File: src/rtl/ptimer16_pkg.sv
package ptimer16_pkg;

    localparam int CNT_W = 16;
    localparam int NCAP  = 3;

    typedef enum logic [2:0] {
        A_MODE   = 3'd0,
        A_CNT_LO = 3'd1,
        A_CNT_HI = 3'd2,
        A_CMP_LO = 3'd3,
        A_CMP_HI = 3'd4,
        A_FLAGS  = 3'd5
    } addr_e;

    // field positions are fixed by the mode byte layout
    typedef struct packed {
        logic       ld_en;
        logic [2:0] div;
        logic       cap_clr;
        logic       cmp_clr;
        logic [1:0] trig;
    } mode_t;

    typedef struct packed {
        mode_t             mode;
        logic [CNT_W-1:0]  cnt;
        logic [CNT_W-1:0]  cmp;
        logic [NCAP-1:0]   pend;
        logic              ovf;
        logic              mat;
        logic              cap;
    } tstate_t;

endpackage

File: src/rtl/ptimer16_presc.sv
module ptimer16_presc #(
    parameter int PRE_W = 9
) (
    input  logic       clk,
    input  logic       rst_n,
    input  logic       run,
    input  logic       restart,
    input  logic [2:0] div_code,
    output logic       tick
);
    logic [PRE_W-1:0] pcnt_d, pcnt_q;
    logic [PRE_W-1:0] term;

    // terminal count = ratio - 1, ratio = 1,4,16,32,...,512
    function automatic logic [PRE_W-1:0] term_of(input logic [2:0] code);
        logic [PRE_W:0] full;
        int unsigned    sh;
        case (code)
            3'd0:    sh = 0;
            3'd1:    sh = 2;
            3'd2:    sh = 4;
            default: sh = 32'(code) + 2;
        endcase
        full = ({{PRE_W{1'b0}}, 1'b1} << sh) - 1'b1;
        return full[PRE_W-1:0];
    endfunction

    always_comb begin
        term = term_of(div_code);
        tick = run && !restart && (pcnt_q == term);
        if (!run || restart || tick)
            pcnt_d = '0;
        else
            pcnt_d = pcnt_q + 1'b1;
    end

    always_ff @(posedge clk or negedge rst_n) begin
        if (!rst_n) pcnt_q <= '0;
        else        pcnt_q <= pcnt_d;
    end
endmodule

File: src/rtl/ptimer16_capsel.sv
module ptimer16_capsel #(
    parameter int N = 3
) (
    input  logic [N-1:0] req,
    output logic [N-1:0] grant
);
    logic [N:0] seen;

    assign seen[0] = 1'b0;
    for (genvar i = 0; i < N; i++) begin : g_pri
        assign grant[i]  = req[i] && !seen[i];
        assign seen[i+1] = seen[i] || req[i];
    end
endmodule

File: src/rtl/ptimer16.sv
module ptimer16
    import ptimer16_pkg::*;
#(
    parameter int PRE_W = 9
) (
    input  logic             clk,
    input  logic             rst_n,
    input  logic             run,
    input  logic             mode_cmp,
    input  logic             wr_en,
    input  logic [2:0]       wr_addr,
    input  logic [7:0]       wr_data,
    input  logic [NCAP-1:0]  cap_evt,
    output logic [CNT_W-1:0] count_o,
    output logic [CNT_W-1:0] cmp_o,
    output logic             ovf_flag,
    output logic             match_flag,
    output logic             cap_flag
);
    localparam logic [CNT_W-1:0] CNT_MAX = '1;

    tstate_t          s_d, s_q;
    logic             tick;
    logic             mode_wr;
    logic [NCAP-1:0]  cap_req;
    logic [NCAP-1:0]  cap_grant;
    logic [NCAP-1:0]  pend_now;
    logic             evt_any, evt_reload, evt_cap;
    logic             reload_mode, trig_hit, at_max, at_cmp;

    assign mode_wr  = wr_en && (wr_addr == A_MODE);
    assign cap_req  = s_q.pend | cap_evt;
    assign pend_now = s_q.pend;

    ptimer16_presc #(.PRE_W(PRE_W)) u_presc (
        .clk      (clk),
        .rst_n    (rst_n),
        .run      (run),
        .restart  (mode_wr),
        .div_code (s_q.mode.div),
        .tick     (tick)
    );

    ptimer16_capsel #(.N(NCAP)) u_capsel (
        .req   (cap_req),
        .grant (cap_grant)
    );

    always_comb begin
        s_d         = s_q;
        reload_mode = !mode_cmp;
        at_max      = (s_q.cnt == CNT_MAX);
        at_cmp      = (s_q.cnt == s_q.cmp);
        trig_hit    = ((s_q.mode.trig == 2'd1) && cap_grant[0]) ||
                      ((s_q.mode.trig == 2'd2) && cap_grant[1]) ||
                      ((s_q.mode.trig == 2'd3) && cap_grant[2]);
        evt_any     = |cap_grant;
        evt_reload  = evt_any && reload_mode && s_q.mode.ld_en && trig_hit;
        evt_cap     = evt_any && !evt_reload;

        s_d.pend = cap_req & ~cap_grant;

        // counter and register update: events first, then ticks
        if (evt_reload) begin
            s_d.cnt = s_q.cmp;
        end else if (evt_cap) begin
            s_d.cmp = s_q.cnt;
            if (reload_mode && s_q.mode.cap_clr)
                s_d.cnt = '0;
        end else if (tick) begin
            if (mode_cmp && s_q.mode.cmp_clr && at_cmp)
                s_d.cnt = '0;
            else if (at_max)
                s_d.cnt = (reload_mode && s_q.mode.ld_en && s_q.mode.trig == 2'd0)
                          ? s_q.cmp : '0;
            else
                s_d.cnt = s_q.cnt + 1'b1;
        end

        // flags: clear by write, set wins
        if (wr_en && wr_addr == A_FLAGS) begin
            if (wr_data[0]) s_d.ovf = 1'b0;
            if (wr_data[1]) s_d.mat = 1'b0;
            if (wr_data[2]) s_d.cap = 1'b0;
        end
        if (evt_any)                               s_d.cap = 1'b1;
        if (tick && !evt_any && at_max)            s_d.ovf = 1'b1;
        if (tick && !evt_any && mode_cmp && at_cmp) s_d.mat = 1'b1;

        // software byte writes override the whole update of that register
        if (wr_en) begin
            case (wr_addr)
                A_MODE:   s_d.mode = mode_t'(wr_data);
                A_CNT_LO: s_d.cnt  = {s_q.cnt[CNT_W-1:8], wr_data};
                A_CNT_HI: s_d.cnt  = {wr_data, s_q.cnt[7:0]};
                A_CMP_LO: s_d.cmp  = {s_q.cmp[CNT_W-1:8], wr_data};
                A_CMP_HI: s_d.cmp  = {wr_data, s_q.cmp[7:0]};
                default:  ;
            endcase
        end
    end

    always_ff @(posedge clk or negedge rst_n) begin
        if (!rst_n) s_q <= '0;
        else        s_q <= s_d;
    end

    assign count_o    = s_q.cnt;
    assign cmp_o      = s_q.cmp;
    assign ovf_flag   = s_q.ovf;
    assign match_flag = s_q.mat;
    assign cap_flag   = s_q.cap;
endmodule

File: config.mk
export PLATFORM = sky130hd
export DESIGN_NAME = ptimer16
export DESIGN_NICKNAME = d
export VERILOG_FILES = /design/src/rtl/ptimer16_pkg.sv /design/src/rtl/ptimer16_presc.sv /design/src/rtl/ptimer16_capsel.sv /design/src/rtl/ptimer16.sv
export SDC_FILE = /design/constraint.sdc
export NUM_CORES = 1
export LEC_CHECK = 0
export BUFFER_PORTS_ARGS = -buffer_cell sky130_fd_sc_hd__buf_4
export CORE_UTILIZATION = 64
export DETAILED_ROUTE_END_ITERATION = 8
export HOLD_SLACK_MARGIN = 0.1
export PLACE_DENSITY_LB_ADDON = 0.15
export SYNTH_ARGS = -nofsm -noshare
export SYNTH_HDL_FRONTEND = slang
export SYNTH_SLANG_ARGS = --single-unit
File: constraint.sdc
create_clock -name clk -period 6 [get_ports clk]
set_input_delay 0.3 -clock clk [delete_from_list [all_inputs] [get_ports clk]]
set_output_delay 0.3 -clock clk [all_outputs]
set_load 0.005 [all_outputs]
==> qor.csv <==
metric,value,unit
status,finished with violations,
failing checks,DRC,
worst vdd ir,195,µV
Tot GR Track Use,37.4,%
Rel. slew slack,32.3,%
global placement routability congestion,0.969,
Total Wirelength,12900,µm
vias in the first global route,4147,
DR vias,4346,
top_reg_cell synth,dfrtp_1,
count of state elements after synthesis,54,
Root Driver,clkbuf_8,
CTS tree,done,
Critical R2R Capture,count_o[10],
area taken by multi-input logic gates,2590,µm²
DRC viols,3,
Max Clk Rate,238,MHz
Yosys top cell area share,30.8,%
Mapped Area,4390,µm²
antenna violations before repair,0,
Worst-path clk slew,110,ps
Area contributors post-synth,"dfrtp_1, buf_4, xnor2_1",
H-tree depth,2,
# nets final,579,
"Avg Cell Area, Syn",7.87,µm²
pin count of the biggest net entering global routing,55,
first-pass GRT wire length,21100,µm
crit path DAT,4430,ps
Critical Path Sink Type,flip-flop,
final hold vios,0,
GRT overflow,0,
max cap viols,0,
final worst path period share,70.0,%
"Req. time, crit path",6230,ps
setup TNS,0,ps
leading area contributor after synthesis,dfrtp_1,
Max Root-Sink Buffers,2,
Starting Density,67.6,%
Clock Sinks,54,
flop2flop setup slack,1800,ps
YS warnings,0,
final instance area,4620,µm²
hold-fix buffers at CTS,1,
total CTS buffers,5,
CP Launch Type,flip-flop,
Site Rows,29,
Hold EP,pend_now[1],
post-route ant nets,0,
Via density,6.85,
sequential area share after synthesis,30.8,%
postcts setup bufs,0,
Die ar.,7190,µm²
min cycle time layout,4200,ps
syn_nets,581,
area delta synth->final,5.30,%
I/O pin count,54,
Routed met3 length,1360,µm
Max Slew Vio Count,0,
skew final,6.37,ps
Power Density,348,nW/µm²
Slew @ Worst Pin,1010,ps
hold path cells,2,
critical path class,reg -> reg,
worst min-delay path class,in -> reg,
Synth cell types,75,
number of synthesized flops with an enable pin,0,
clk_lat worst skew,330,ps
layout cells sized above 1,16.5,%
DRT met1 WL,5340,µm
register area,1350,µm²
Critical R2R Launch,s_q[43],
Worst Setup SP,s_q[43],
placed cell area,4510,µm²
Core ar.,6490,µm²
PortBufs,53,
CP peak stage delay,560,ps
Die Y,84.8,µm
worst-path cell chain,ha_1 -> nor2_1 -> and3_1 -> o21bai_1 -> ha_1 -> and2_1 -> a31oi_1 -> o32a_2 -> a211o_1 -> or3_4 -> nor4_2 -> a31oi_1 -> o221ai_1,
final setup violation count,0,
RSZ-0062 raised after global routing,no,
Syn Inst Count,558,
WL/cell,20.3,µm
Inserted Diodes,0,
worst reg-to-reg path cell count,13,
TritonRoute pass-1 iters,9,
"Async S/R FF share, synth",100,%
Top Metal Used,met4,
min-delay src,cap_evt[0],
Filler cells,522,
initial DRC count,516,
post_cts resized,0,
leakage power,1.95,nW
Crit Path Max Fanout,16,
CP max-delay cell,dfrtp_1,
die width,84.8,µm
WL met2,5690,µm
HPWL Detailed,8890,µm
## per-stage QoR
stage	utilization [%]	setup WS (ps)	power, W	std cells	hold slack [ps]
after floorplan	-	2520	0.00119	558	4.41
after global placement	69.5	2100	0.00134	625	394
after detailed placement	69.5	1990	0.00136	625	399
after CTS	71.2	1950	0.00159	634	220
after global routing	71.2	1710	0.00170	634	224
final	71.2	1800	0.00161	634	222
## metal layers
| metal | up-vias | track usage [%] |
|---|---|---|
| met3 | 72 | 8.07 |
| met1 | 2037 | 51.7 |
| met5 | - | 0 |
| met2 | 269 | 57.4 |
| li1 | 1968 | - |
| met4 | 0 | 15.6 |
## flip-flops by register name (all words and copies together), names as in the netlist
| name | cells |
|---|---|
| cmp_o | 16 |
| s_q | 8 |
| u_presc.pcnt_q | 9 |
| count_o | 16 |
| pend_now | 2 |
| ovf_flag | 1 |
| match_flag | 1 |
| cap_flag | 1 |
## cells in the final DEF, fill, tap and decap left out, types with 6 or more instances in the layout
master    instances
o21ai_1           6
buf_4            58
xor2_1           10
inv_1            11
xnor2_1          28
mux2_2            7
nor3_1           26
and2_1            7
o21ai_0          22
nand4_1           6
a31oi_1           8
nand3_1          24
a21oi_1          46
nand2_1          49
o211ai_1          6
nor2_1           65
o22ai_1          15
and3_1            6
dfrtp_1          54
a221oi_1          6
## logic make-up after synthesis
family,after synthesis,synth area share (%)
AO/OA/AOI/OAI,157,23.9
XOR/XNOR,38,7.58
adder cells (fa/ha/maj),4,1.14
buffers and inverters,79,10.3
flip-flops,54,30.8
multiplexers,8,2.02
AND/OR/NAND/NOR,218,24.2
## Yosys cell counts (4+ instances only)
| master | n |
|---|---|
| a211o_1 | 4 |
| a21oi_1 | 47 |
| a221oi_1 | 6 |
| a31oi_1 | 8 |
| and2_1 | 7 |
| and3_1 | 6 |
| and4_1 | 4 |
| buf_2 | 9 |
| buf_4 | 33 |
| clkbuf_1 | 21 |
| dfrtp_1 | 54 |
| ha_1 | 4 |
| inv_1 | 11 |
| mux2_2 | 7 |
| nand2_1 | 49 |
| nand2b_1 | 5 |
| nand3_1 | 24 |
| nand4_1 | 6 |
| nor2_1 | 65 |
| nor2b_1 | 5 |
| nor3_1 | 26 |
| nor4_1 | 4 |
| o211ai_1 | 6 |
| o21ai_0 | 22 |
| o21ai_1 | 6 |
| o22ai_1 | 15 |
| o31a_1 | 4 |
| xnor2_1 | 28 |
| xor2_1 | 10 |
## worst max path at each step
| stage | endpoint | cells past startpoint |
|---|---|---|
| 5_1_grt | count_o[10] | 13 |
| 3_3_place_gp | count_o[4] | 13 |
| 3_5_place_dp | count_o[4] | 13 |
| 6_report | count_o[10] | 13 |
| 4_1_cts | count_o[10] | 13 |
| 2_1_floorplan | count_o[4] | 13 |
## report_power, final
group	internal, W	leakage [nW]	switching, W
Combinational	0.000358	1.22	0.000337
Clock	0.0000878	0.0506	0.000143
Sequential	0.000461	0.685	0.000221
## area by class of cell
cell class,count,area share (%)
multi-input combinational,425,56.0
inverter,11,0.893
timing repair buffer,59,9.64
tap,77,2.08
clock inverter,3,0.623
sequential,54,29.2
clock buffer,5,1.49
## critical path, delay by kind of cell (launching register included)
kind / cells / cell delay (ps)
and+or+nand+nor: 5 / 1430
AOI/OAI and AO/OA: 6 / 1320
adders and majority gates: 2 / 780
DFF: 1 / 560
Power figures use the tool's default switching activity.
